`src/rtl/kwdt_pkg.sv`:
```
package kwdt_pkg;

  // Count may move on this tick only if no low-power state holds it.
  function automatic logic may_advance(input logic idle, input logic pdown,
                                       input logic idle_hold);
    return !pdown && !(idle && idle_hold);
  endfunction

  // Width needed to hold a down-counter loaded with n.
  function automatic int down_width(input int n);
    return (n < 2) ? 1 : $clog2(n + 1);
  endfunction

endpackage

```
`src/rtl/kwdt_keyseq.sv`:
```
module kwdt_keyseq #(
  parameter int ADDR_W = 8,
  parameter int DATA_W = 8,
  parameter logic [ADDR_W-1:0] SVC_ADDR = 8'hA6,
  parameter logic [DATA_W-1:0] KEY_A = 8'h1E,
  parameter logic [DATA_W-1:0] KEY_B = 8'hE1
) (
  input  logic              clk,
  input  logic              rst_n,
  input  logic              wr_en,
  input  logic [ADDR_W-1:0] wr_addr,
  input  logic [DATA_W-1:0] wr_data,
  input  logic              block_i,
  input  logic              clear_i,
  output logic              armed_o,
  output logic              svc_o
);
  logic hit;
  logic armed_q;

  assign hit     = wr_en && (wr_addr == SVC_ADDR) && !block_i;
  assign svc_o   = hit && (wr_data == KEY_B) && armed_q;
  assign armed_o = armed_q;

  always_ff @(posedge clk or negedge rst_n) begin
    if (!rst_n) begin
      armed_q <= 1'b0;
    end else if (clear_i) begin
      armed_q <= 1'b0;
    end else if (hit) begin
      armed_q <= (wr_data == KEY_A);
    end
  end
endmodule

```
`src/rtl/kwdt_count.sv`:
```
module kwdt_count #(
  parameter int CNT_W = 14
) (
  input  logic             clk,
  input  logic             rst_n,
  input  logic             tick_i,
  input  logic             adv_i,
  input  logic             svc_i,
  output logic             on_o,
  output logic [CNT_W-1:0] cnt_o,
  output logic             bite_o
);
  localparam logic [CNT_W-1:0] LAST = CNT_W'((1 << CNT_W) - 2);

  logic             on_q;
  logic [CNT_W-1:0] cnt_q;
  logic             step;

  assign step   = on_q && tick_i && adv_i && !svc_i;
  assign bite_o = step && (cnt_q == LAST);
  assign on_o   = on_q;
  assign cnt_o  = cnt_q;

  always_ff @(posedge clk or negedge rst_n) begin
    if (!rst_n) begin
      on_q  <= 1'b0;
      cnt_q <= '0;
    end else if (svc_i) begin
      on_q  <= 1'b1;
      cnt_q <= '0;
    end else if (bite_o) begin
      on_q  <= 1'b0;
      cnt_q <= '0;
    end else if (step) begin
      cnt_q <= cnt_q + 1'b1;
    end
  end
endmodule

```
`src/rtl/kwdt_pulse.sv`:
```
module kwdt_pulse #(
  parameter int PULSE_CLKS = 98
) (
  input  logic clk,
  input  logic rst_n,
  input  logic fire_i,
  output logic busy_o
);
  localparam int PW = kwdt_pkg::down_width(PULSE_CLKS);

  logic [PW-1:0] left_q;

  assign busy_o = (left_q != '0);

  always_ff @(posedge clk or negedge rst_n) begin
    if (!rst_n) begin
      left_q <= '0;
    end else if (fire_i) begin
      left_q <= PW'(PULSE_CLKS);
    end else if (busy_o) begin
      left_q <= left_q - 1'b1;
    end
  end
endmodule

```
`src/rtl/kwdt_top.sv`:
```
module kwdt_top #(
  parameter int ADDR_W = 8,
  parameter int DATA_W = 8,
  parameter int CNT_W = 14,
  parameter int PULSE_CLKS = 98,
  parameter logic [ADDR_W-1:0] SVC_ADDR = 8'hA6,
  parameter logic [DATA_W-1:0] KEY_A = 8'h1E,
  parameter logic [DATA_W-1:0] KEY_B = 8'hE1
) (
  input  logic              clk,
  input  logic              rst_n,
  input  logic              wr_en,
  input  logic [ADDR_W-1:0] wr_addr,
  input  logic [DATA_W-1:0] wr_data,
  input  logic              mc_tick,
  input  logic              idle,
  input  logic              pdown,
  input  logic              idle_hold,
  output logic              wdt_rst_o,
  output logic              wdt_on_o
);
  // Internal events, named for the checker.
  logic             svc_w;
  logic             armed_w;
  logic             bite_w;
  logic             adv_w;
  logic             busy_w;
  logic [CNT_W-1:0] cnt_w;

  assign adv_w = kwdt_pkg::may_advance(idle, pdown, idle_hold);

  kwdt_keyseq #(
    .ADDR_W(ADDR_W), .DATA_W(DATA_W), .SVC_ADDR(SVC_ADDR),
    .KEY_A(KEY_A), .KEY_B(KEY_B)
  ) keyseq_i (
    .clk(clk), .rst_n(rst_n), .wr_en(wr_en), .wr_addr(wr_addr),
    .wr_data(wr_data), .block_i(busy_w), .clear_i(bite_w),
    .armed_o(armed_w), .svc_o(svc_w)
  );

  kwdt_count #(.CNT_W(CNT_W)) count_i (
    .clk(clk), .rst_n(rst_n), .tick_i(mc_tick), .adv_i(adv_w),
    .svc_i(svc_w), .on_o(wdt_on_o), .cnt_o(cnt_w), .bite_o(bite_w)
  );

  kwdt_pulse #(.PULSE_CLKS(PULSE_CLKS)) pulse_i (
    .clk(clk), .rst_n(rst_n), .fire_i(bite_w), .busy_o(busy_w)
  );

  assign wdt_rst_o = busy_w;
endmodule

```
`config.mk`:
```
export PLATFORM = sky130hd
export DESIGN_NAME = kwdt_top
export DESIGN_NICKNAME = d
export VERILOG_FILES = /design/src/rtl/kwdt_pkg.sv /design/src/rtl/kwdt_keyseq.sv /design/src/rtl/kwdt_count.sv /design/src/rtl/kwdt_pulse.sv /design/src/rtl/kwdt_top.sv
export SDC_FILE = /design/constraint.sdc
export NUM_CORES = 1
export LEC_CHECK = 0
export CORE_ASPECT_RATIO = 1.25
export CORE_MARGIN = 3
export CORE_UTILIZATION = 51
export DETAILED_ROUTE_END_ITERATION = 8
export PLACE_DENSITY_LB_ADDON = 0.3
export REMOVE_ABC_BUFFERS = 1
export SLEW_MARGIN = 10
export SYNTH_ARGS = -nofsm -noshare
export SYNTH_HDL_FRONTEND = slang
export SYNTH_HIERARCHICAL = 1
export SYNTH_SLANG_ARGS = --single-unit
```
`constraint.sdc`:
```
create_clock -name clk -period 3.88 [get_ports clk]
set_clock_uncertainty 0.05 [all_clocks]
set_input_delay 0.388 -clock clk [delete_from_list [all_inputs] [get_ports clk]]
set_output_delay 0.388 -clock clk [all_outputs]
set_load 0.005 [all_outputs]
```
# Word-level counts from Yosys, hierarchy flattened
# Cells that the tools add are included.
dict set report totals {
  ramBits 0
  latchBits 0
  input_bits 23
  regBits 23
  mem_count 0
  mem_bits_ro 0
}
dict set report op_classes {
  n_shift 0
  magnitude_cmp 0
  multipliers 0
  n_div 0
  addsub 2
  bitwise_logic 0
  n_mux 9
  eq_ne 4
  n_reduce_logical 19
}
# op count
set ops {}
lappend ops {{two-way mux 14 bit} 3}
lappend ops {{== test 8 bit, second input constant} 2}
lappend ops {{adder 14 x 1 -> 14 bit, second input constant} 1}
lappend ops {{== test 14 bit, second input constant} 1}
lappend ops {{two-way mux 7 bit} 2}
lappend ops {{logical AND 1 bit} 10}
lappend ops {{== test 8 x 5 -> 1 bit, second input constant} 1}
lappend ops {{nonzero test 7 bit} 1}
lappend ops {{subtractor 7 x 1 -> 7 bit, second input constant} 1}
lappend ops {{nonzero test 2 bit} 3}
lappend ops {{zero test 1 bit} 4}
lappend ops {{two-way mux 1 bit} 4}
lappend ops {{nonzero test 3 bit} 1}

# Longest topological paths before layout
# Gate-level depths: netlist of the first run.
dict set report depth {
  word_depth 10
  depth_mapped 14
  mapped_depth_nobuf 13
}

# Hierarchy
# Netlist of the first run, hierarchy kept.
# mod cells_each instances seq_area_each_um2 area_per_inst_um2
set modules_own_cells {}
lappend modules_own_cells {kwdt_count 81 1 375.4 822.0}
lappend modules_own_cells {kwdt_pulse 39 1 175.2 390.4}
lappend modules_own_cells {kwdt_keyseq 14 1 25.0 132.6}
lappend modules_own_cells {kwdt_top 1 1 0.0 8.8}

# Worst setup path before layout of the first run
# OpenSTA, ideal clock, no wires.
dict set report synth_path {
  kind {reg-to-reg}
  from {register pulse_i.left_q[0]}
  to {register pulse_i.left_q[3]}
  arrival_ns 2.985
  stages_incl_launch_ff 15
  setup_slack_ns 0.780
  n_path_buf 2
  required_ns 3.765
  cell_sequence {dfrtp_1 inv_1 ha_1 inv_1 or4b_4 buf_6 and4bb_1 nand4b_2 nor3_2 nand4b_4 nor4_4 and3_1 clkbuf_1 nor3_1 a22o_1}
}
dict set report synth_between {
  elab_chain_cells 9
  word_cells_on_any_way 12
  cone_classes {1 x add/sub; 2 x mux; 9 x reduce/logical}
}
# item line_no
set synth_rtl {}
lappend synth_rtl {{start, declared} kwdt_pulse.sv:11} ;# logic [PW-1:0] left_q;
lappend synth_rtl {{start signal, assigned} kwdt_pulse.sv:19} ;# left_q <= PW'(PULSE_CLKS);
lappend synth_rtl {{start signal, assigned} kwdt_pulse.sv:21} ;# left_q <= left_q - 1'b1;
lappend synth_rtl {{nonzero test 7 bit *} kwdt_pulse.sv:13} ;# assign busy_o = (left_q != '0);
lappend synth_rtl {{net wdt_rst_o} kwdt_top.sv:19} ;# output logic wdt_rst_o,
lappend synth_rtl {{zero test 1 bit *} kwdt_keyseq.sv:21} ;# assign hit = wr_en && (wr_addr == SVC_ADDR) && !block_i;
lappend synth_rtl {{logical AND 1 bit *} kwdt_keyseq.sv:21}
lappend synth_rtl {{logical AND 1 bit * (2 in a row)} kwdt_keyseq.sv:22} ;# assign svc_o = hit && (wr_data == KEY_B) && armed_q;
lappend synth_rtl {{net svc_w} kwdt_top.sv:23} ;# logic svc_w;
lappend synth_rtl {{zero test 1 bit *} kwdt_count.sv:19} ;# assign step = on_q && tick_i && adv_i && !svc_i;
lappend synth_rtl {{logical AND 1 bit *} kwdt_count.sv:19}
lappend synth_rtl {{logical AND 1 bit *} kwdt_count.sv:20} ;# assign bite_o = step && (cnt_q == LAST);
lappend synth_rtl {{net bite_w} kwdt_top.sv:25} ;# logic bite_w;
lappend synth_rtl {{two-way mux 7 bit or nonzero test 2 bit (tied branches)} --}
# The timed path passes the listed nets; every way through them passes the cells marked *. The select of a mux whose other input is x is not followed.
# A chain may end at the register's enable or synchronous reset.

# Worst setup path after layout of the first run
dict set report layout_path {
  from {register pulse_i.left_q[0]}
  to {register keyseq_i.armed_q, in the netlist keyseq_i/armed_o}
}
dict set report layout_between {
  elab_chain_cells 9
  word_cells_on_any_way 10
  cone_classes {1 x mux; 9 x reduce/logical}
}
# item line_no
set layout_rtl {}
lappend layout_rtl {{nonzero test 7 bit *} kwdt_pulse.sv:13}
lappend layout_rtl {{zero test 1 bit *} kwdt_keyseq.sv:21}
lappend layout_rtl {{logical AND 1 bit *} kwdt_keyseq.sv:21}
lappend layout_rtl {{logical AND 1 bit * (2 in a row)} kwdt_keyseq.sv:22}
lappend layout_rtl {{net svc_w} kwdt_top.sv:23}
lappend layout_rtl {{zero test 1 bit *} kwdt_count.sv:19}
lappend layout_rtl {{logical AND 1 bit *} kwdt_count.sv:19}
lappend layout_rtl {{logical AND 1 bit *} kwdt_count.sv:20}
lappend layout_rtl {{net bite_w} kwdt_top.sv:25}
lappend layout_rtl {{two-way mux 1 bit or nonzero test 2 bit (tied branches)} --}
lappend layout_rtl {{end signal, assigned} kwdt_keyseq.sv:31} ;# armed_q <= (wr_data == KEY_A);
lappend layout_rtl {{end, declared} kwdt_keyseq.sv:19} ;# logic armed_q;
# The timed path passes the listed nets; every way through them passes the cells marked *.

==> flow_metrics.py, run 1 <==
metrics = {
    "outcome": {
        "status": "completed",
    },
    "cts": {
        "cts_setup_buffers": 0,
        "cts-root-buf": "clkbuf_4",
        "cts_sinks": 23,
        "clk_pin_slew_ns": 0.13,
        "insertion_delay_ns": 0.31,
        "h-tree-depth": 1,
        "cts_resized": 0,
        "cts_buffers": 3,
        "tritoncts": "built",
        "clk_path_buf_depth": 2,
        "ctsHoldBuffers": 0,
    },
    "sta": {
        "rsz0062_at_grt": "no",
        "max_slew_margin_pct": 33.2,
        "worst_pin_slew_ns": 0.998,
        "min_period_ns": 3.47,
        "whs_ns": 0.484,
        "slew_violations": 0,
        "hold_viol": 0,
        "setup_violations": 0,
        "fin_crit_sh_pct": 89.6,
        "fmax_mhz": 288,
        "finalSetupTns_ns": 0,
    },
    "logic_synthesis": {
        "synth.most_common_cell": "dfrtp_1",
        "yosys_warnings": 6,
        "ys_seq_area_share_pct": 42.5,
        "ys_ff_latch": 23,
        "syn_inst": 135,
        "synth_common_cells": "dfrtp_1, nor2_1, xnor2_1, inv_1",
        "synth_cell_types": 44,
        "yosys.area.top_type": "dfrtp_1",
        "syn_area_per_cell_um2": 10.0,
        "synth_top_area_share_pct": 42.5,
        "synth_area_mm2": 0.00135,
        "synth_top_flop_cell": "dfrtp_1",
        "synth_edf_count": 0,
        "netlist_top_cells_area": "dfrtp_1, xnor2_1, nor2_1",
        "synthArstFlopShare_pct": 100,
    },
    "die": {
        "design.die.area_mm2": 0.00331,
        "ios": 25,
        "row_count": 20,
        "die_y_um": 63.6,
        "initial_core_util_pct": 54.6,
        "design.core.area_mm2": 0.00248,
        "fp.dieW_um": 52.1,
    },
    "place": {
        "portBuffers": 24,
        "gp_congestion": 0.786,
        "place_area_mm2": 0.00160,
        "dp_cells": 188,
        "dp_hpwl_um": 2090,
    },
    "grt": {
        "track_usage_pct": 17.8,
        "grt_overflow": 0,
        "grt_pass1_wl_um": 4520,
        "antenna_found_initial": 0,
        "grt_max_degree": 24,
        "grt_pass1_vias": 1080,
    },
    "routing": {
        "vias_per_cell": 5.54,
        "wl_per_cell_um": 13.8,
        "wl_um": 2660,
        "drc_errors": 0,
        "dr.pass1.iters": 4,
        "ant_nets": 0,
        "num_vias": 1064,
        "first_iter_violations": 22,
    },
    "critical_path": {
        "crit_path_end_kind": "flip-flop",
        "worstPathMaxFanout": 14,
        "critical_path_class": "reg -> reg",
        "crit_slowest_cell": "or4b_4",
        "cp.required_ns": 4.07,
        "worst_ep_arrival_time_ns": 3.66,
        "cp_slowest_stage_delay_ns": 0.57,
        "cp_cell_sequence": "inv_1, ha_1, inv_1, or4b_4, and4bb_1, nand4b_2, nor3_2, nand4b_4, nor4_4, and3_1, nor4_1, nand4_1, mux2i_1",
        "start_kind": "flip-flop",
        "crit_top_cell": "inv_1",
    },
    "finish": {
        "drive_above_1_share_pct": 8.81,
        "register_area_um2": 576,
        "fin_area_mm2": 0.00163,
        "stdcell_count": 192,
        "multi_input_comb_area_um2": 717,
        "nets": 186,
        "area_growth_pct": 20.7,
        "nFillCells": 201,
        "diodes": 0,
    },
    "run": {
        "cap_violations": 0,
    },
    "power_and_ir_drop": {
        "peakVddDrop_mv": 0.255,
        "p_leak_nw": 0.728,
        "p_per_area_mw_per_mm2": 306,
    },
    "worst_hold_path": {
        "hold_class": "reg -> reg",
    },
}
## worst max-delay path, delay by kind of cell, from the launching register on
family	cells	cell delay, ns
DFF	1	0.41
adders and majority gates	1	0.21
and+or+nand+nor	9	2.42
muxes	1	0.13
buffers and inverters	2	0.19
## metrics by stage
| step | power [mW] | setup WS (ns) | util [%] |
|---|---|---|---|
| global placement | 0.386 | 0.623 | 64.7 |
| CTS | 0.507 | 0.398 | 66.0 |
| global route | 0.531 | 0.190 | 66.0 |
| floorplan | 0.346 | 0.789 | - |
| detailed placement | 0.393 | 0.436 | 64.7 |
| finish | 0.500 | 0.405 | 66.0 |
## cell type report
type / instances / area share, %
inverter: 8 / 1.84
sequential: 23 / 35.2
multi-input combinational: 100 / 43.9
clock inverter: 1 / 0.459
clock buffer: 3 / 1.38
tap: 33 / 2.53
timing repair buffer: 24 / 14.7
## placed cells by master (no fill, tap or decap), types with 2 or more instances in the layout
cell | Yosys | layout
or4_1 | 3 | 3
xor2_1 | 2 | 2
nand3_1 | 4 | 4
clkbuf_4 | 0 | 3
or3_1 | 2 | 2
inv_1 | 8 | 8
a31o_2 | 2 | 2
nor4_1 | 5 | 5
nor3_1 | 6 | 6
ha_1 | 3 | 3
and4bb_1 | 2 | 2
clkdlybuf4s50_1 | 0 | 24
nor2_1 | 19 | 19
nand2_1 | 6 | 6
a21oi_1 | 5 | 5
mux2i_1 | 2 | 2
xnor2_1 | 9 | 9
dfrtp_1 | 23 | 23
nor2b_1 | 2 | 2
nand4_1 | 5 | 5
## kinds of logic (layout without fill, tap and decap cells)
logic type      Yosys count  in the layout  synth area share (%)
flops                    23             23                  42.5
mux                       3              3                  2.59
fa+ha+maj                 3              3                  2.77
compound gates           16             16                  8.13
buf+inv                  12             36                  4.53
simple gates             67             67                  32.3
xor+xnor                 11             11                  7.12
## layer usage
metal  GRT usage (%)  up-vias  share of wire, %  wire, um
met5               0        -                 0         0
met4            5.90        0               1.0        27
met3            2.13        4               1.7        44
met2            32.2        9                54      1430
met1            20.9      517                43      1150
li1                -      534                 -         -
## path summary, 6_finish.rpt
kind	startpoint	end	slack, ns	depth (start not counted)
worst max-delay path	pulse_i/left_q[0]	keyseq_i/armed_o	0.41	13
worst min-delay path	pulse_i/left_q[6]	pulse_i/left_q[6]	0.48	1
worst max register to register	pulse_i/left_q[0]	keyseq_i/armed_o	0.41	13
worst min register to register	pulse_i/left_q[6]	pulse_i/left_q[6]	0.48	1
max in group asynchronous	rst_n	pulse_i/left_q[1]	2.61	1
min in group asynchronous	rst_n	count_i/cnt_o[3]	0.55	1
## where the power goes
group / total (mW) / switching (mW) / internal, mW / leakage (nW)
Sequential: 0.299 / 0.0376 / 0.262 / 0.307
Combinational: 0.0885 / 0.0406 / 0.0479 / 0.407
Clock: 0.112 / 0.0727 / 0.0393 / 0.0139
Total: 0.500 / 0.151 / 0.349 / 0.728
## registers in the layout, summed over array words and instances (netlist names)
register,count
count_i/cnt_o,14
pulse_i/left_q,7
count_i/on_o,1
keyseq_i/armed_o,1
Power figures use the tool's default switching activity.
==> run 2: changes to the inputs <==
--- a/config.mk
+++ b/config.mk
@@ -5,10 +5,12 @@
 export SDC_FILE = /design/constraint.sdc
 export NUM_CORES = 1
 export LEC_CHECK = 0
+export CAP_MARGIN = 0
 export CORE_ASPECT_RATIO = 1.25
 export CORE_MARGIN = 3
 export CORE_UTILIZATION = 51
 export DETAILED_ROUTE_END_ITERATION = 8
+export GPL_ROUTABILITY_DRIVEN = 0
 export PLACE_DENSITY_LB_ADDON = 0.3
 export REMOVE_ABC_BUFFERS = 1
 export SLEW_MARGIN = 10
==> results of run 2 <==
No change in the layout: final DEF, timing and power equal those of run 1.
==> run 3: changes to the inputs <==
--- a/config.mk
+++ b/config.mk
@@ -8,7 +8,7 @@
 export CAP_MARGIN = 0
 export CORE_ASPECT_RATIO = 1.25
 export CORE_MARGIN = 3
-export CORE_UTILIZATION = 51
+export CORE_UTILIZATION = 31
 export DETAILED_ROUTE_END_ITERATION = 8
 export GPL_ROUTABILITY_DRIVEN = 0
 export PLACE_DENSITY_LB_ADDON = 0.3
==> flow_metrics.py, run 3 (synthesis gave the netlist of run 1 again) <==
metrics = {
    "finish": {
        "nFillCells": 447,
        "register_area_um2": 576,
        "final_common_cell": "clkdlybuf4s50_1",
        "largest_register_ffs": 14,
        "drive_above_1_share_pct": 8.81,
        "area_growth_pct": 24.0,
        "nets": 186,
        "multi_input_comb_area_um2": 717,
        "final_cell_mix": "clkdlybuf4s50_1, dfrtp_1, nor2_1, xnor2_1, inv_1",
        "diodes": 0,
    },
    "power_and_ir_drop": {
        "p_leak_nw": 0.739,
        "peakVddDrop_mv": 0.214,
        "fin_total_pwr_mw": 0.539,
        "p_per_area_mw_per_mm2": 321,
    },
    "grt": {
        "antenna_found_initial": 0,
        "grt_overflow": 0,
        "grt_pass1_vias": 1078,
        "grt_max_degree": 24,
        "top_usage_layer": "met2",
        "grt_pass1_wl_um": 4800,
        "grtUsageMet1_pct": 14.0,
        "grtUsageMet2_pct": 19.7,
        "track_usage_pct": 11.3,
        "met3_usage_pct": 3.38,
    },
    "cts": {
        "ctsHoldBuffers": 0,
        "tritoncts": "built",
        "h-tree-depth": 1,
        "clk_pin_slew_ns": 0.08,
        "cts_sinks": 23,
        "cts_setup_buffers": 0,
        "insertion_delay_ns": 0.27,
        "cts_resized": 0,
        "cts_buffers": 3,
        "clk_path_buf_depth": 2,
        "cts-root-buf": "clkbuf_8",
    },
    "critical_path": {
        "crit_family": "simple AND/OR/NAND/NOR gates",
        "crit_slowest_cell": "or4b_4",
        "crit_path_end": "keyseq_i/armed_o",
        "crit_path_end_kind": "flip-flop",
        "start_kind": "flip-flop",
        "worst_ep_arrival_time_ns": 3.62,
        "r2r-end": "keyseq_i/armed_o",
        "reg2reg_depth": 13,
        "crit_top_cell": "inv_1",
        "ff2ff_setup_slack_ns": 0.39,
        "cp.depth": 13,
        "cp_cell_sequence": "inv_1, ha_1, inv_1, or4b_4, and4bb_1, nand4b_2, nor3_2, nand4b_4, nor4_4, and3_1, nor4_1, nand4_1, mux2i_1",
        "critical_path_class": "reg -> reg",
        "rr_startpoint": "pulse_i/left_q[0]",
        "cp_slowest_stage_delay_ns": 0.58,
        "startpoint": "pulse_i/left_q[0]",
        "crit_buf_inv": 2,
        "cp.required_ns": 4.02,
        "worstPathMaxFanout": 14,
    },
    "sta": {
        "rsz0062_at_grt": "no",
        "slew_violations": 0,
        "setup_violations": 0,
        "worst_pin_slew_ns": 1.02,
        "hold_viol": 0,
        "finalSetupTns_ns": 0,
        "min_period_ns": 3.49,
        "fin_crit_sh_pct": 89.8,
        "max_slew_margin_pct": 32.0,
        "fmax_mhz": 287,
    },
    "worst_hold_path": {
        "hold_class": "reg -> reg",
    },
    "routing": {
        "wl_um": 2730,
        "wl_per_cell_um": 12.7,
        "vias_per_cell": 5.00,
        "dr.pass1.iters": 4,
        "num_vias": 1076,
        "drc_errors": 0,
        "first_iter_violations": 34,
        "ant_nets": 0,
    },
    "place": {
        "dp_hpwl_um": 2050,
        "portBuffers": 24,
    },
    "die": {
        "initial_core_util_pct": 32.5,
        "ios": 25,
        "row_count": 26,
        "design.core.area_mm2": 0.00416,
        "fp.dieW_um": 65.1,
        "design.die.area_mm2": 0.00520,
        "die_y_um": 79.9,
    },
    "run": {
        "cap_violations": 0,
    },
    "outcome": {
        "status": "completed",
    },
}
run 3: cell types whose count changed in the layout (fill, tap and decap cells not counted), sizes merged:
| cell | change |
|---|---|
| clkinvlp | -1 |
| clkinv | +1 |
run 3: cell type report:
class                      instances  share of cell area (%)
clock buffer                       3                    2.46
clock inverter                     1                   0.298
inverter                           8                    1.79
multi-input combinational        100                    42.7
sequential                        23                    34.3
tap                               56                    4.17
timing repair buffer              24                    14.3
run 3: routing by layer:
metal  routed length (um)  up-vias
met3                  125        2
met2                 1390       25
met5                    0        -
met1                 1200      515
li1                     -      534
met4                   11        0
run 3: worst min-delay path by stage:
| stage | cells past startpoint | slack [ns] | start | to |
|---|---|---|---|---|
| final | 1 | 0.46 | pulse_i/left_q[6] | pulse_i/left_q[6] |
| after global routing | 1 | 0.48 | pulse_i/left_q[6] | pulse_i/left_q[6] |
| after CTS | 1 | 0.47 | pulse_i/left_q[6] | pulse_i/left_q[6] |
| after detailed placement | 1 | 0.45 | pulse_i/left_q[6] | pulse_i/left_q[6] |
| after global placement | 1 | 0.46 | pulse_i/left_q[6] | pulse_i/left_q[6] |
| after floorplan | 0 | 0.04 | rst_n | count_i/cnt_o[0] |
run 3: through the flow:
| step | instance area, um2 | instances | util [%] | setup WS (ns) | hold slack (ns) |
|---|---|---|---|---|---|
| after floorplan | 1320 | 131 | - | 0.789 | 0.0424 |
| after global placement | 1630 | 211 | 39.2 | 0.592 | 0.455 |
| after detailed placement | 1630 | 211 | 39.2 | 0.411 | 0.447 |
| after CTS | 1680 | 215 | 40.3 | 0.388 | 0.467 |
| after global routing | 1680 | 215 | 40.3 | 0.0835 | 0.482 |
| final | 1680 | 215 | 40.3 | 0.395 | 0.464 |
run 3: power breakdown:
| group | switching [mW] | internal [mW] | total [mW] |
|---|---|---|---|
| registers | 0.0360 | 0.262 | 0.298 |
| clock network | 0.0809 | 0.0718 | 0.153 |
| logic | 0.0404 | 0.0481 | 0.0885 |
